File: src/rtl/pbs_pkg.sv
package pbs_pkg;
  typedef enum logic [1:0] {
    ST_IDLE = 2'd0,
    ST_HOLD = 2'd1,
    ST_RPT  = 2'd2
  } pbs_state_e;

  localparam int unsigned NUM_BTN = 2;
  localparam int unsigned BTN_UP  = 0;
  localparam int unsigned BTN_DN  = 1;

  function automatic int unsigned ms_cycles(input int unsigned hz, input int unsigned ms);
    return (hz / 1000) * ms;
  endfunction
endpackage

File: src/rtl/pbs_debounce.sv
module pbs_debounce #(
  parameter int unsigned CYC = 20
) (
  input  logic clk,
  input  logic rst,
  input  logic raw_n,
  output logic pressed
);
  localparam int unsigned CW = $clog2(CYC + 1);

  logic          sync1_n, sync2_n, stable_n;
  logic [CW-1:0] run_cnt;

  always_ff @(posedge clk) begin
    if (rst) begin
      sync1_n  <= 1'b1;
      sync2_n  <= 1'b1;
      stable_n <= 1'b1;
      run_cnt  <= '0;
    end else begin
      sync1_n <= raw_n;
      sync2_n <= sync1_n;
      if (sync2_n == stable_n) begin
        run_cnt <= '0;
      end else if (run_cnt == CW'(CYC - 1)) begin
        stable_n <= sync2_n;
        run_cnt  <= '0;
      end else begin
        run_cnt <= run_cnt + CW'(1);
      end
    end
  end

  assign pressed = ~stable_n;
endmodule

File: src/rtl/pbs_step_timer.sv
module pbs_step_timer
  import pbs_pkg::*;
#(
  parameter int unsigned HOLD_CYC = 1000,
  parameter int unsigned REP_CYC  = 250
) (
  input  logic clk,
  input  logic rst,
  input  logic up_p,
  input  logic dn_p,
  output logic step,
  output logic dir_down
);
  localparam int unsigned MAXC = (HOLD_CYC > REP_CYC) ? HOLD_CYC : REP_CYC;
  localparam int unsigned TW   = $clog2(MAXC + 1);

  pbs_state_e    state;
  logic [TW-1:0] tcnt;
  logic          any_p;

  assign any_p = up_p | dn_p;

  always_ff @(posedge clk) begin
    if (rst) begin
      state    <= ST_IDLE;
      tcnt     <= '0;
      step     <= 1'b0;
      dir_down <= 1'b0;
    end else begin
      step     <= 1'b0;
      dir_down <= dn_p;
      case (state)
        ST_IDLE: begin
          if (any_p) begin
            step  <= 1'b1;
            tcnt  <= TW'(1);
            state <= ST_HOLD;
          end
        end
        ST_HOLD: begin
          if (!any_p) begin
            state <= ST_IDLE;
          end else if (tcnt == TW'(HOLD_CYC)) begin
            step  <= 1'b1;
            tcnt  <= TW'(1);
            state <= ST_RPT;
          end else begin
            tcnt <= tcnt + TW'(1);
          end
        end
        ST_RPT: begin
          if (!any_p) begin
            state <= ST_IDLE;
          end else if (tcnt == TW'(REP_CYC)) begin
            step <= 1'b1;
            tcnt <= TW'(1);
          end else begin
            tcnt <= tcnt + TW'(1);
          end
        end
        default: state <= ST_IDLE;
      endcase
    end
  end
endmodule

File: src/rtl/pbs_wiper_pos.sv
module pbs_wiper_pos #(
  parameter int unsigned CODE_W = 5
) (
  input  logic                   clk,
  input  logic                   rst,
  input  logic                   preset_mid,
  input  logic                   step,
  input  logic                   dir_down,
  output logic [CODE_W-1:0]      code,
  output logic [(1<<CODE_W)-1:0] tap_sel
);
  localparam int unsigned TAPS = 1 << CODE_W;
  localparam logic [CODE_W-1:0] TOP = CODE_W'(TAPS - 1);
  localparam logic [CODE_W-1:0] MID = CODE_W'(TAPS / 2);

  logic [CODE_W-1:0] nxt;

  always_comb begin
    nxt = code;
    if (step) begin
      if (dir_down) begin
        if (code != '0) nxt = code - CODE_W'(1);
      end else begin
        if (code != TOP) nxt = code + CODE_W'(1);
      end
    end
  end

  always_ff @(posedge clk) begin
    if (rst) begin
      code    <= preset_mid ? MID : '0;
      tap_sel <= preset_mid ? ({{(TAPS-1){1'b0}}, 1'b1} << MID) : {{(TAPS-1){1'b0}}, 1'b1};
    end else begin
      code    <= nxt;
      tap_sel <= {{(TAPS-1){1'b0}}, 1'b1} << nxt;
    end
  end
endmodule

File: src/rtl/pbs_updown_ctrl.sv
module pbs_updown_ctrl
  import pbs_pkg::*;
#(
  parameter int unsigned CLK_HZ      = 1_000_000,
  parameter int unsigned DEBOUNCE_MS = 20,
  parameter int unsigned HOLD_MS     = 1000,
  parameter int unsigned REPEAT_MS   = 250,
  parameter int unsigned CODE_W      = 5
) (
  input  logic                   clk,
  input  logic                   rst,
  input  logic                   up_n,
  input  logic                   down_n,
  input  logic                   preset_mid,
  output logic [CODE_W-1:0]      code,
  output logic [(1<<CODE_W)-1:0] tap_sel
);
  localparam int unsigned DB_CYC   = ms_cycles(CLK_HZ, DEBOUNCE_MS);
  localparam int unsigned HOLD_CYC = ms_cycles(CLK_HZ, HOLD_MS);
  localparam int unsigned REP_CYC  = ms_cycles(CLK_HZ, REPEAT_MS);

  logic [NUM_BTN-1:0] raw_n;
  logic [NUM_BTN-1:0] btn_p;
  logic               step_w;
  logic               dir_w;

  assign raw_n[BTN_UP] = up_n;
  assign raw_n[BTN_DN] = down_n;

  for (genvar b = 0; b < NUM_BTN; b++) begin : g_btn
    pbs_debounce #(.CYC(DB_CYC)) u_db (
      .clk    (clk),
      .rst    (rst),
      .raw_n  (raw_n[b]),
      .pressed(btn_p[b])
    );
  end

  pbs_step_timer #(.HOLD_CYC(HOLD_CYC), .REP_CYC(REP_CYC)) u_tmr (
    .clk     (clk),
    .rst     (rst),
    .up_p    (btn_p[BTN_UP]),
    .dn_p    (btn_p[BTN_DN]),
    .step    (step_w),
    .dir_down(dir_w)
  );

  pbs_wiper_pos #(.CODE_W(CODE_W)) u_pos (
    .clk       (clk),
    .rst       (rst),
    .preset_mid(preset_mid),
    .step      (step_w),
    .dir_down  (dir_w),
    .code      (code),
    .tap_sel   (tap_sel)
  );
endmodule

File: config.mk
export PLATFORM = sky130hd
export DESIGN_NAME = pbs_updown_ctrl
export DESIGN_NICKNAME = d
export VERILOG_FILES = /design/src/rtl/pbs_pkg.sv /design/src/rtl/pbs_debounce.sv /design/src/rtl/pbs_step_timer.sv /design/src/rtl/pbs_wiper_pos.sv /design/src/rtl/pbs_updown_ctrl.sv
export SDC_FILE = /design/constraint.sdc
export NUM_CORES = 1
export LEC_CHECK = 0
export ABC_CLOCK_PERIOD_IN_PS = 2450
export BUFFER_PORTS_ARGS = -buffer_cell sky130_fd_sc_hd__buf_2
export CAP_MARGIN = 20
export CELL_PAD_IN_SITES_DETAIL_PLACEMENT = 0
export CELL_PAD_IN_SITES_GLOBAL_PLACEMENT = 1
export CORE_UTILIZATION = 40
export DETAILED_ROUTE_END_ITERATION = 6
export MAX_ROUTING_LAYER = met4
export PLACE_DENSITY = 0.73
export SLEW_MARGIN = 20
export SYNTH_ARGS = -nofsm -noshare
export SYNTH_HDL_FRONTEND = slang
export SYNTH_HIERARCHICAL = 1
export SYNTH_SLANG_ARGS = --single-unit
File: constraint.sdc
create_clock -name clk -period 2.45 [get_ports clk]
set_input_delay 0.49 -clock clk [delete_from_list [all_inputs] [get_ports clk]]
set_output_delay 0.49 -clock clk [all_outputs]
set_load 0.01 [all_outputs]
; Word-level counts from Yosys, hierarchy flattened
; Cells that the tools add are included.
[word_totals]
output_inout_bits = 37
in_bits = 5
elab_cells = 73
ff_bits = 97
[classes]
bitwise_logic = 5
shift = 1
eq_ne = 14
n_reduce_logical = 9
n_mux = 25
addsub = 5
[ops]
columns = op, count
row1 = $mux W20, 5
row2 = $pmux W20 S3, 1
row3 = $mux W32, 1
row4 = $shl A1 B5 Y32 const A, 1
row5 = $add A15 B1 Y15 const B, 2
row6 = $eq A15 B15 Y1 const B, 2
row7 = $mux W5, 6
row8 = $add A20 B1 Y20 const B, 1
row9 = $eq A20 B18 Y1 const B, 1
row10 = $eq A20 B20 Y1 const B, 1
row11 = $mux W17, 1
row12 = $mux W2, 4
row13 = $ne A2 B1 Y1 const B, 3
row14 = $pmux W2 S3, 1
row15 = $reduce_or A3 Y1, 2
row16 = $add A5 B1 Y5 const B, 1
row17 = $mux W1, 5
row18 = $ne A5 B5 Y1 const B, 1
row19 = $reduce_bool A5 Y1, 1
row20 = $sub A5 B1 Y5 const B, 1
row21 = $not A1 Y1, 4
row22 = $reduce_and A2 Y1, 2
row23 = $reduce_and A4 Y1, 1
row24 = $ne A3 B3 Y1 const B, 1
row25 = 9 further kinds, 10

; Depth between registers and ports, before layout
; Gate-level depths: netlist of run 1.
[logic_depth]
depth_word = 6
ltp_mapped = 10

; Modules after synthesis
; Netlist of run 1, hierarchy kept.
[by_module_without_submodules]
columns = mod, area_each_um2, cells_each, seq_area_each_um2, instances
row1 = pbs_debounce, 762.0, 85, 360.3, 2
row2 = pbs_wiper_pos, 1487.7, 158, 740.7, 1
row3 = pbs_step_timer, 1456.4, 166, 480.5, 1

; Worst setup path before layout of run 1
; OpenSTA, ideal clock, no wires.
[synth_path]
kind = reg-to-reg
startpoint = register u_tmr.state[0]
endpoint = register u_tmr.tcnt[17]
path_buffers = 3
arrival_time_ps = 2349
setup_slack_ps = 26
path_stages_with_launch = 10
t_required_ps = 2375
path_cell_list = dfxtp_1 -> inv_1 -> ha_1 -> buf_6 -> or3_4 -> buf_6 -> a2111o_1 -> buf_6 -> or4_4 -> a22oi_2
[synth_via]
elab_chain_len = 3
elab_cells_between_ends = 9
classes_between = eq/ne: 5 / mux: 1 / reduce/logical: 3
[synth_lines]
columns = element, line_no
row1 = start: declaration, pbs_step_timer.sv:17  ; pbs_state_e state;
row2 = start signal: assignment, pbs_step_timer.sv:25  ; state <= ST_IDLE;
row3 = start signal: assignment, pbs_step_timer.sv:37  ; state <= ST_HOLD;
row4 = start signal: assignment, pbs_step_timer.sv:42  ; state <= ST_IDLE;
row5 = $eq A2 B2 Y1 (tied with other cells), pbs_step_timer.sv:32  ; case (state)
row6 = $ne A2 B1 Y1 (no line) / $reduce_bool A3 Y1 (equally long branches), -
row7 = $reduce_and A4 Y1 (no line), -
row8 = end signal: assignment, pbs_step_timer.sv:48  ; tcnt <= tcnt + TW'(1);
row9 = end signal: assignment, pbs_step_timer.sv:58  ; tcnt <= tcnt + TW'(1);
row10 = end: declaration, pbs_step_timer.sv:18  ; logic [TW-1:0] tcnt;
; Parallel ways exist; a longest one is shown, timed or not.
; A chain may end at the register's enable or synchronous reset.

; Final worst setup path of run 1
[layout_path]
startpoint = register u_tmr.state[0]
endpoint = register u_tmr.tcnt[19]
; Same word-level chain as after synthesis.

==> impl_metrics.csv, run 1 <==
group,metric,value,unit
detailed_routing,drt.antenna.violating_nets,0,
clock_network,insertion_delay,0.38,ns
die,dieArea,11600,µm²
synth,synth_top_area_cell,"dfxtp_1",
sta,rsz0062_at_grt,"false",
job,drv_cap,0,
clock_network,root_buffer,"clkbuf_8",
die,initial_core_util,0.412,
sta,hold_viol,0,
sta,max_freq,437,MHz
clock_network,cts.sinks,97,
detailed_routing,num_vias,3570,
grt,grt_overflow_total,0,
setup_path,startpoint_type,"flop",
setup_path,critPathKind,"reg -> reg",
synth,ys_top_cells_by_area,"dfxtp_1 43%, xnor2_1 5.7%, nor2_1 5.6%",
synth,synth_edf_count,0,
pwr,fin_total_pwr,2920,µW
die,dieWidth,108,µm
pwr,power_density,579,nW/µm²
clock_network,cts_tree,"yes",
grt,first_global_vias,3275,
placed_design,routabilityCongestion,0.776,
detailed_routing,drc,0,
synth,avgSynthCellArea,9.04,µm²
setup_path,cpPeakStageDelay,0.54,ns
synth,syn_nets,509,
sta,setup_tns,0,ns
setup_path,crit_family,"simple AND/OR/NAND/NOR gates",
detailed_routing,wl_per_cell,13.3,µm
grt,grt_max_degree,20,
synth,ys_ff_latch,97,
placed_design,hpwlAfterDp,6450,µm
die,rows,38,
setup_path,worst-endpoint-arrival,2.60,ns
die,ioPinCount,42,
setup_path,cp_max_fo,7,
placed_design,dp.cells,667,
clock_network,cts_buffers,9,
setup_path,cp_slowest_cell,"a2111o_2",
sta,fin_crit,2.29,ns
setup_path,path_cells,"inv_1, ha_2, or3_4, a2111o_2, or4_1, a22oi_1",
die,core_area,10800,µm²
sta,relSlewSlack,0.559,
cells_and_area,fin_util,0.466,
synth,async_flop_share,0,
synth,synth_top_cell_area_share,0.435,
setup_path,crit_required,2.76,ns
cells_and_area,layout_common_cells,"95 x dfxtp_1, 67 x nor2_1, 42 x buf_2, 29 x xnor2_1, 28 x nand2_1",
synth,yosys_warnings,6,
grt,grt_pass1_wl,15300,µm
setup_path,r2r_start,"u_tmr/state[0]",
setup_path,critPathBufInv,1,
placed_design,port_buffers,41,
clock_network,htree_levels,3,
synth,synth-seq-area-share,0.435,
detailed_routing,drt_iter0_drc,207,
clock_network,clkTransAtPathRegs,0.10,ns
detailed_routing,viasPerCell,5.20,
sta,finalSetupViolations,0,
grt,track_usage,0.170,
detailed_routing,firstDrtPassIters,4,
cells_and_area,nets,556,
die,die_y,108,µm
min_path,hold_path.class,"in -> reg",
detailed_routing,wirelength,9130,µm
sta,period_share,0.935,
cells_and_area,instances_no_fill,686,
setup_path,startpoint,"u_tmr/state[0]",
sta,drv_slew,0,
synth,syn_inst,494,
cells_and_area,drive_above_1_share,0.194,
cells_and_area,n_antenna_cell,0,
setup_path,end_kind,"flop",
clock_network,ctsHoldBuffers,0,
pwr,p_leak,0.00181,µW
synth,ys.flop_type,"dfxtp_1",
min_path,min-delay-start,"up_n",
pwr,ir_drop,0.000317,V
synth,syn_area,4470,µm²
clock_network,clock_path_buffers,2,
run_status,status,"finished clean",
cells_and_area,final_common_cell,"dfxtp_1",
grt,antenna_found_initial,0,
cells_and_area,area_growth,13.0,%
sta,worstMarginPinSlew,0.659,ns
sta,finClkSkew,0.00811,ns
synth,ys_types,67,
==> power breakdown <==
group / leakage [µW] / internal (µW) / switching, µW
clock: 0.000112 / 544 / 596
sequential: 0.000784 / 1590 / 18.0
combinational: 0.000909 / 73.7 / 98.3
==> worst paths after layout <==
| kind | end | slack (ns) | cells after the start |
|---|---|---|---|
| max | u_tmr/tcnt[19] | 0.16 | 6 |
| min | g_btn[0].u_db/sync1_n | 0.29 | 2 |
| max reg2reg | u_tmr/tcnt[19] | 0.16 | 6 |
| min reg2reg | g_btn[1].u_db/sync2_n | 0.42 | 1 |
==> Yosys cell counts (9+ instances only) <==
cell     count
inv_1       23
or3_1       10
nor3_1      18
o31ai_1      9
xnor2_1     29
nor2_1      67
a22oi_1     12
dfxtp_1     97
nand3_1     22
nand4_1      9
nand2_1     28
o21ai_0     12
nor4_1      12
ha_1        10
==> metal layers <==
layer	track usage	share of wire	routed length, µm
met1	0.226	0.51	4660
met2	0.251	0.45	4080
met3	0.0315	0.027	250
met4	0.0734	0.016	148
met5	-	0	0
==> worst reg2reg max path, delay by kind of cell, from the launching register on <==
family                     cells  cell delay [ns]
and+or+nand+nor                2             0.88
AOI/OAI and AO/OA              2             0.70
DFF                            1             0.37
adders and majority gates      1             0.21
buffers and inverters          1             0.07
==> per-stage QoR <==
stage,hold WS (ns),setup slack [ns],area (µm²)
finish,0.288,0.160,5050
CTS,0.274,0.0362,5020
floorplan,0.389,0.0259,4470
global route,0.282,0.00308,5050
global placement,0.394,0.0903,4800
detailed placement,0.396,-0.00118,4800
==> timing repair <==
action,4_1_cts,5_1_grt
gates resized for setup,0,5
setup endpoints to repair,2,11
pin swaps,1,2
buffers inserted,0,3
==> cells by family after synthesis <==
family	count (synthesis)	share of synthesized area
buf+inv	48	0.0582
fa+ha+maj	10	0.0280
xor+xnor	33	0.0647
simple gates	227	0.278
compound gates	74	0.125
flops	97	0.435
mux	5	0.0112
==> final cells by class <==
type                    instances  area [µm²]
clock inverters                 5        67.6
multi-input cells             349        2270
flip-flops and latches         97        1940
repair buffers                 61         353
clock buffers                  11         151
fillers                      1062        5790
well taps                     140         175
inverters                      23        86.3
==> registers in the layout, summed over array words and instances (netlist names), 2 cells and up <==
| name | flops |
|---|---|
| g_btn.u_db/run_cnt | 30 |
| g_btn.u_db/sync1_n | 2 |
| g_btn.u_db/stable_n | 2 |
| u_tmr/state | 2 |
| u_tmr/tcnt | 20 |
| u_pos/tap_sel | 32 |
| u_pos/code | 5 |
| g_btn.u_db/sync2_n | 2 |
Note: power is estimated with default switching activity, not from simulation.
==> run 2, diff against run 1 <==
RECOVER_POWER = 50   (was default)
==> run 2 against run 1 <==
Flip-flop and latch count unchanged. Clock skew rose by 0.00098 ns. Sequential power barely moved. Setup slack worse by 0.00065 ns. Utilization decreased by 0.63 points.
==> impl_metrics.csv, run 2 (same netlist as run 1, synthesis figures left out) <==
group,metric,value,unit
cells_and_area,area_growth,11.4,%
setup_path,cp_max_fo,7,
sta,relSlewSlack,0.381,
setup_path,cp_slowest_cell,"a2111o_2",
cells_and_area,instances_no_fill,686,
cells_and_area,nets,556,
pwr,pwr-share-comb,0.058,
sta,period_share,0.935,
detailed_routing,drc,0,
placed_design,routabilityCongestion,0.776,
clock_network,clkTransAtPathRegs,0.09,ns
run_status,status,"finished clean",
clock_network,cts_buffers,9,
clock_network,ctsHoldBuffers,0,
die,dieArea,11600,µm²
grt,grt_pass1_wl,15300,µm
setup_path,crit_required,2.75,ns
grt,grt_max_degree,20,
detailed_routing,firstDrtPassIters,4,
setup_path,end_kind,"flop",
pwr,p_leak,0.00164,µW
placed_design,port_buffers,41,
pwr,internal-power,2210,µW
sta,hold_slack,0.290,ns
clock_network,insertion_delay,0.38,ns
detailed_routing,viasPerCell,5.21,
grt,antenna_found_initial,0,
clock_network,clock_path_buffers,2,
pwr,p_sw_frac,0.243,
cells_and_area,largest_register_ffs,32,
die,die_y,108,µm
die,ioPinCount,42,
cells_and_area,n_antenna_cell,0,
grt,track_usage,0.170,
sta,finalSetupViolations,0,
min_path,hold_path.class,"in -> reg",
die,initial_core_util,0.412,
placed_design,hpwlAfterDp,6450,µm
die,dieWidth,108,µm
job,drv_cap,0,
detailed_routing,wl_per_cell,13.3,µm
cells_and_area,layout_common_cells,"95 x dfxtp_1, 67 x nor2_1, 39 x clkbuf_1, 30 x nand2_1, 29 x xnor2_1",
cells_and_area,top_regs,"u_pos/tap_sel: 32 flops, g_btn.u_db/run_cnt: 30 flops, u_tmr/tcnt: 20 flops",
detailed_routing,drt_iter0_drc,204,
clock_network,htree_levels,3,
placed_design,placed_area,4800,µm²
clock_network,cts_tree,"yes",
sta,finClkSkew,0.00909,ns
pwr,power_density,586,nW/µm²
die,core_area,10800,µm²
placed_design,dp.cells,667,
cells_and_area,final_common_cell,"dfxtp_1",
setup_path,cpPeakStageDelay,0.54,ns
grt,first_global_vias,3275,
clock_network,cts.sinks,97,
grt,grt_overflow_total,0,
sta,fin_crit,2.29,ns
detailed_routing,drt.antenna.violating_nets,0,
sta,drv_slew,0,
cells_and_area,fin_area,4980,µm²
setup_path,startpoint_type,"flop",
detailed_routing,num_vias,3575,
cells_and_area,drive_above_1_share,0.115,
sta,worstMarginPinSlew,0.928,ns
pwr,fin_total_pwr,2920,µW
sta,max_freq,436,MHz
setup_path,worst-endpoint-arrival,2.60,ns
pwr,clkPwrFrac,0.390,
pwr,pwr-share-seq,0.552,
pwr,switching_power,709,µW
die,rows,38,
setup_path,critPathKind,"reg -> reg",
detailed_routing,wirelength,9100,µm
sta,rsz0062_at_grt,"false",
sta,hold_viol,0,
cells_and_area,top_register,"u_pos/tap_sel",
clock_network,root_buffer,"clkbuf_8",
setup_path,path_cells,"inv_1, ha_2, or3_4, a2111o_2, or4_1, a22oi_1",
pwr,ir_drop,0.000317,V
-- run 2: power groups by stage --
stage	clock network [µW]	logic, µW	registers (µW)
final	1140	169	1610
after global routing	1240	190	1610
after CTS	1180	171	1610
after detailed placement	0	170	1650
after global placement	0	168	1640
after floorplan	0	135	1640
-- run 2: per-layer routing --
layer | global-route usage | part of all wire | up-vias
met5 | - | 0 | -
met4 | 0.0734 | 0.016 | 0
met3 | 0.0315 | 0.028 | 9
met2 | 0.251 | 0.44 | 40
met1 | 0.226 | 0.51 | 1674
li1 | - | - | 1852
-- run 2: cell type report --
class	count	area (µm²)
fillers	1087	5860
inverters	23	86.3
flip-flops and latches	97	1940
well taps	140	175
repair buffers	61	297
multi-input cells	349	2260
clock inverters	5	67.6
clock buffers	11	151
-- run 2: final timing paths --
path,start,endpoint,slack [ns],depth (start not counted)
min,up_n,g_btn[0].u_db/sync1_n,0.29,2
max,u_tmr/state[0],u_tmr/tcnt[19],0.16,6
max reg2reg,u_tmr/state[0],u_tmr/tcnt[19],0.16,6
min reg2reg,g_btn[1].u_db/sync1_n,g_btn[1].u_db/sync2_n,0.42,1
-- run 2: worst max-delay path, delay by kind of cell (launching register included) --
family	cells	cell delay [ns]
AO/OA/AOI/OAI	2	0.70
buffers and inverters	1	0.07
AND/OR/NAND/NOR	2	0.88
flip-flops	1	0.37
adder cells (fa/ha/maj)	1	0.21
-- run 2: repair_timing --
action | CTS | global route
resized for setup | 0 | 5
setup buffers | 0 | 3
pin swaps | 1 | 2
cloned | 0 | 0
setup endpoints to repair | 2 | 11
-- run 2: per-stage QoR --
step	utilization	setup TNS (ns)	setup WS, ns
floorplan	-	0	0.0259
global placement	0.443	0	0.0903
finish	0.459	0	0.159
detailed placement	0.443	-0.00118	-0.00118
global route	0.459	0	0.00192
CTS	0.463	0	0.0362
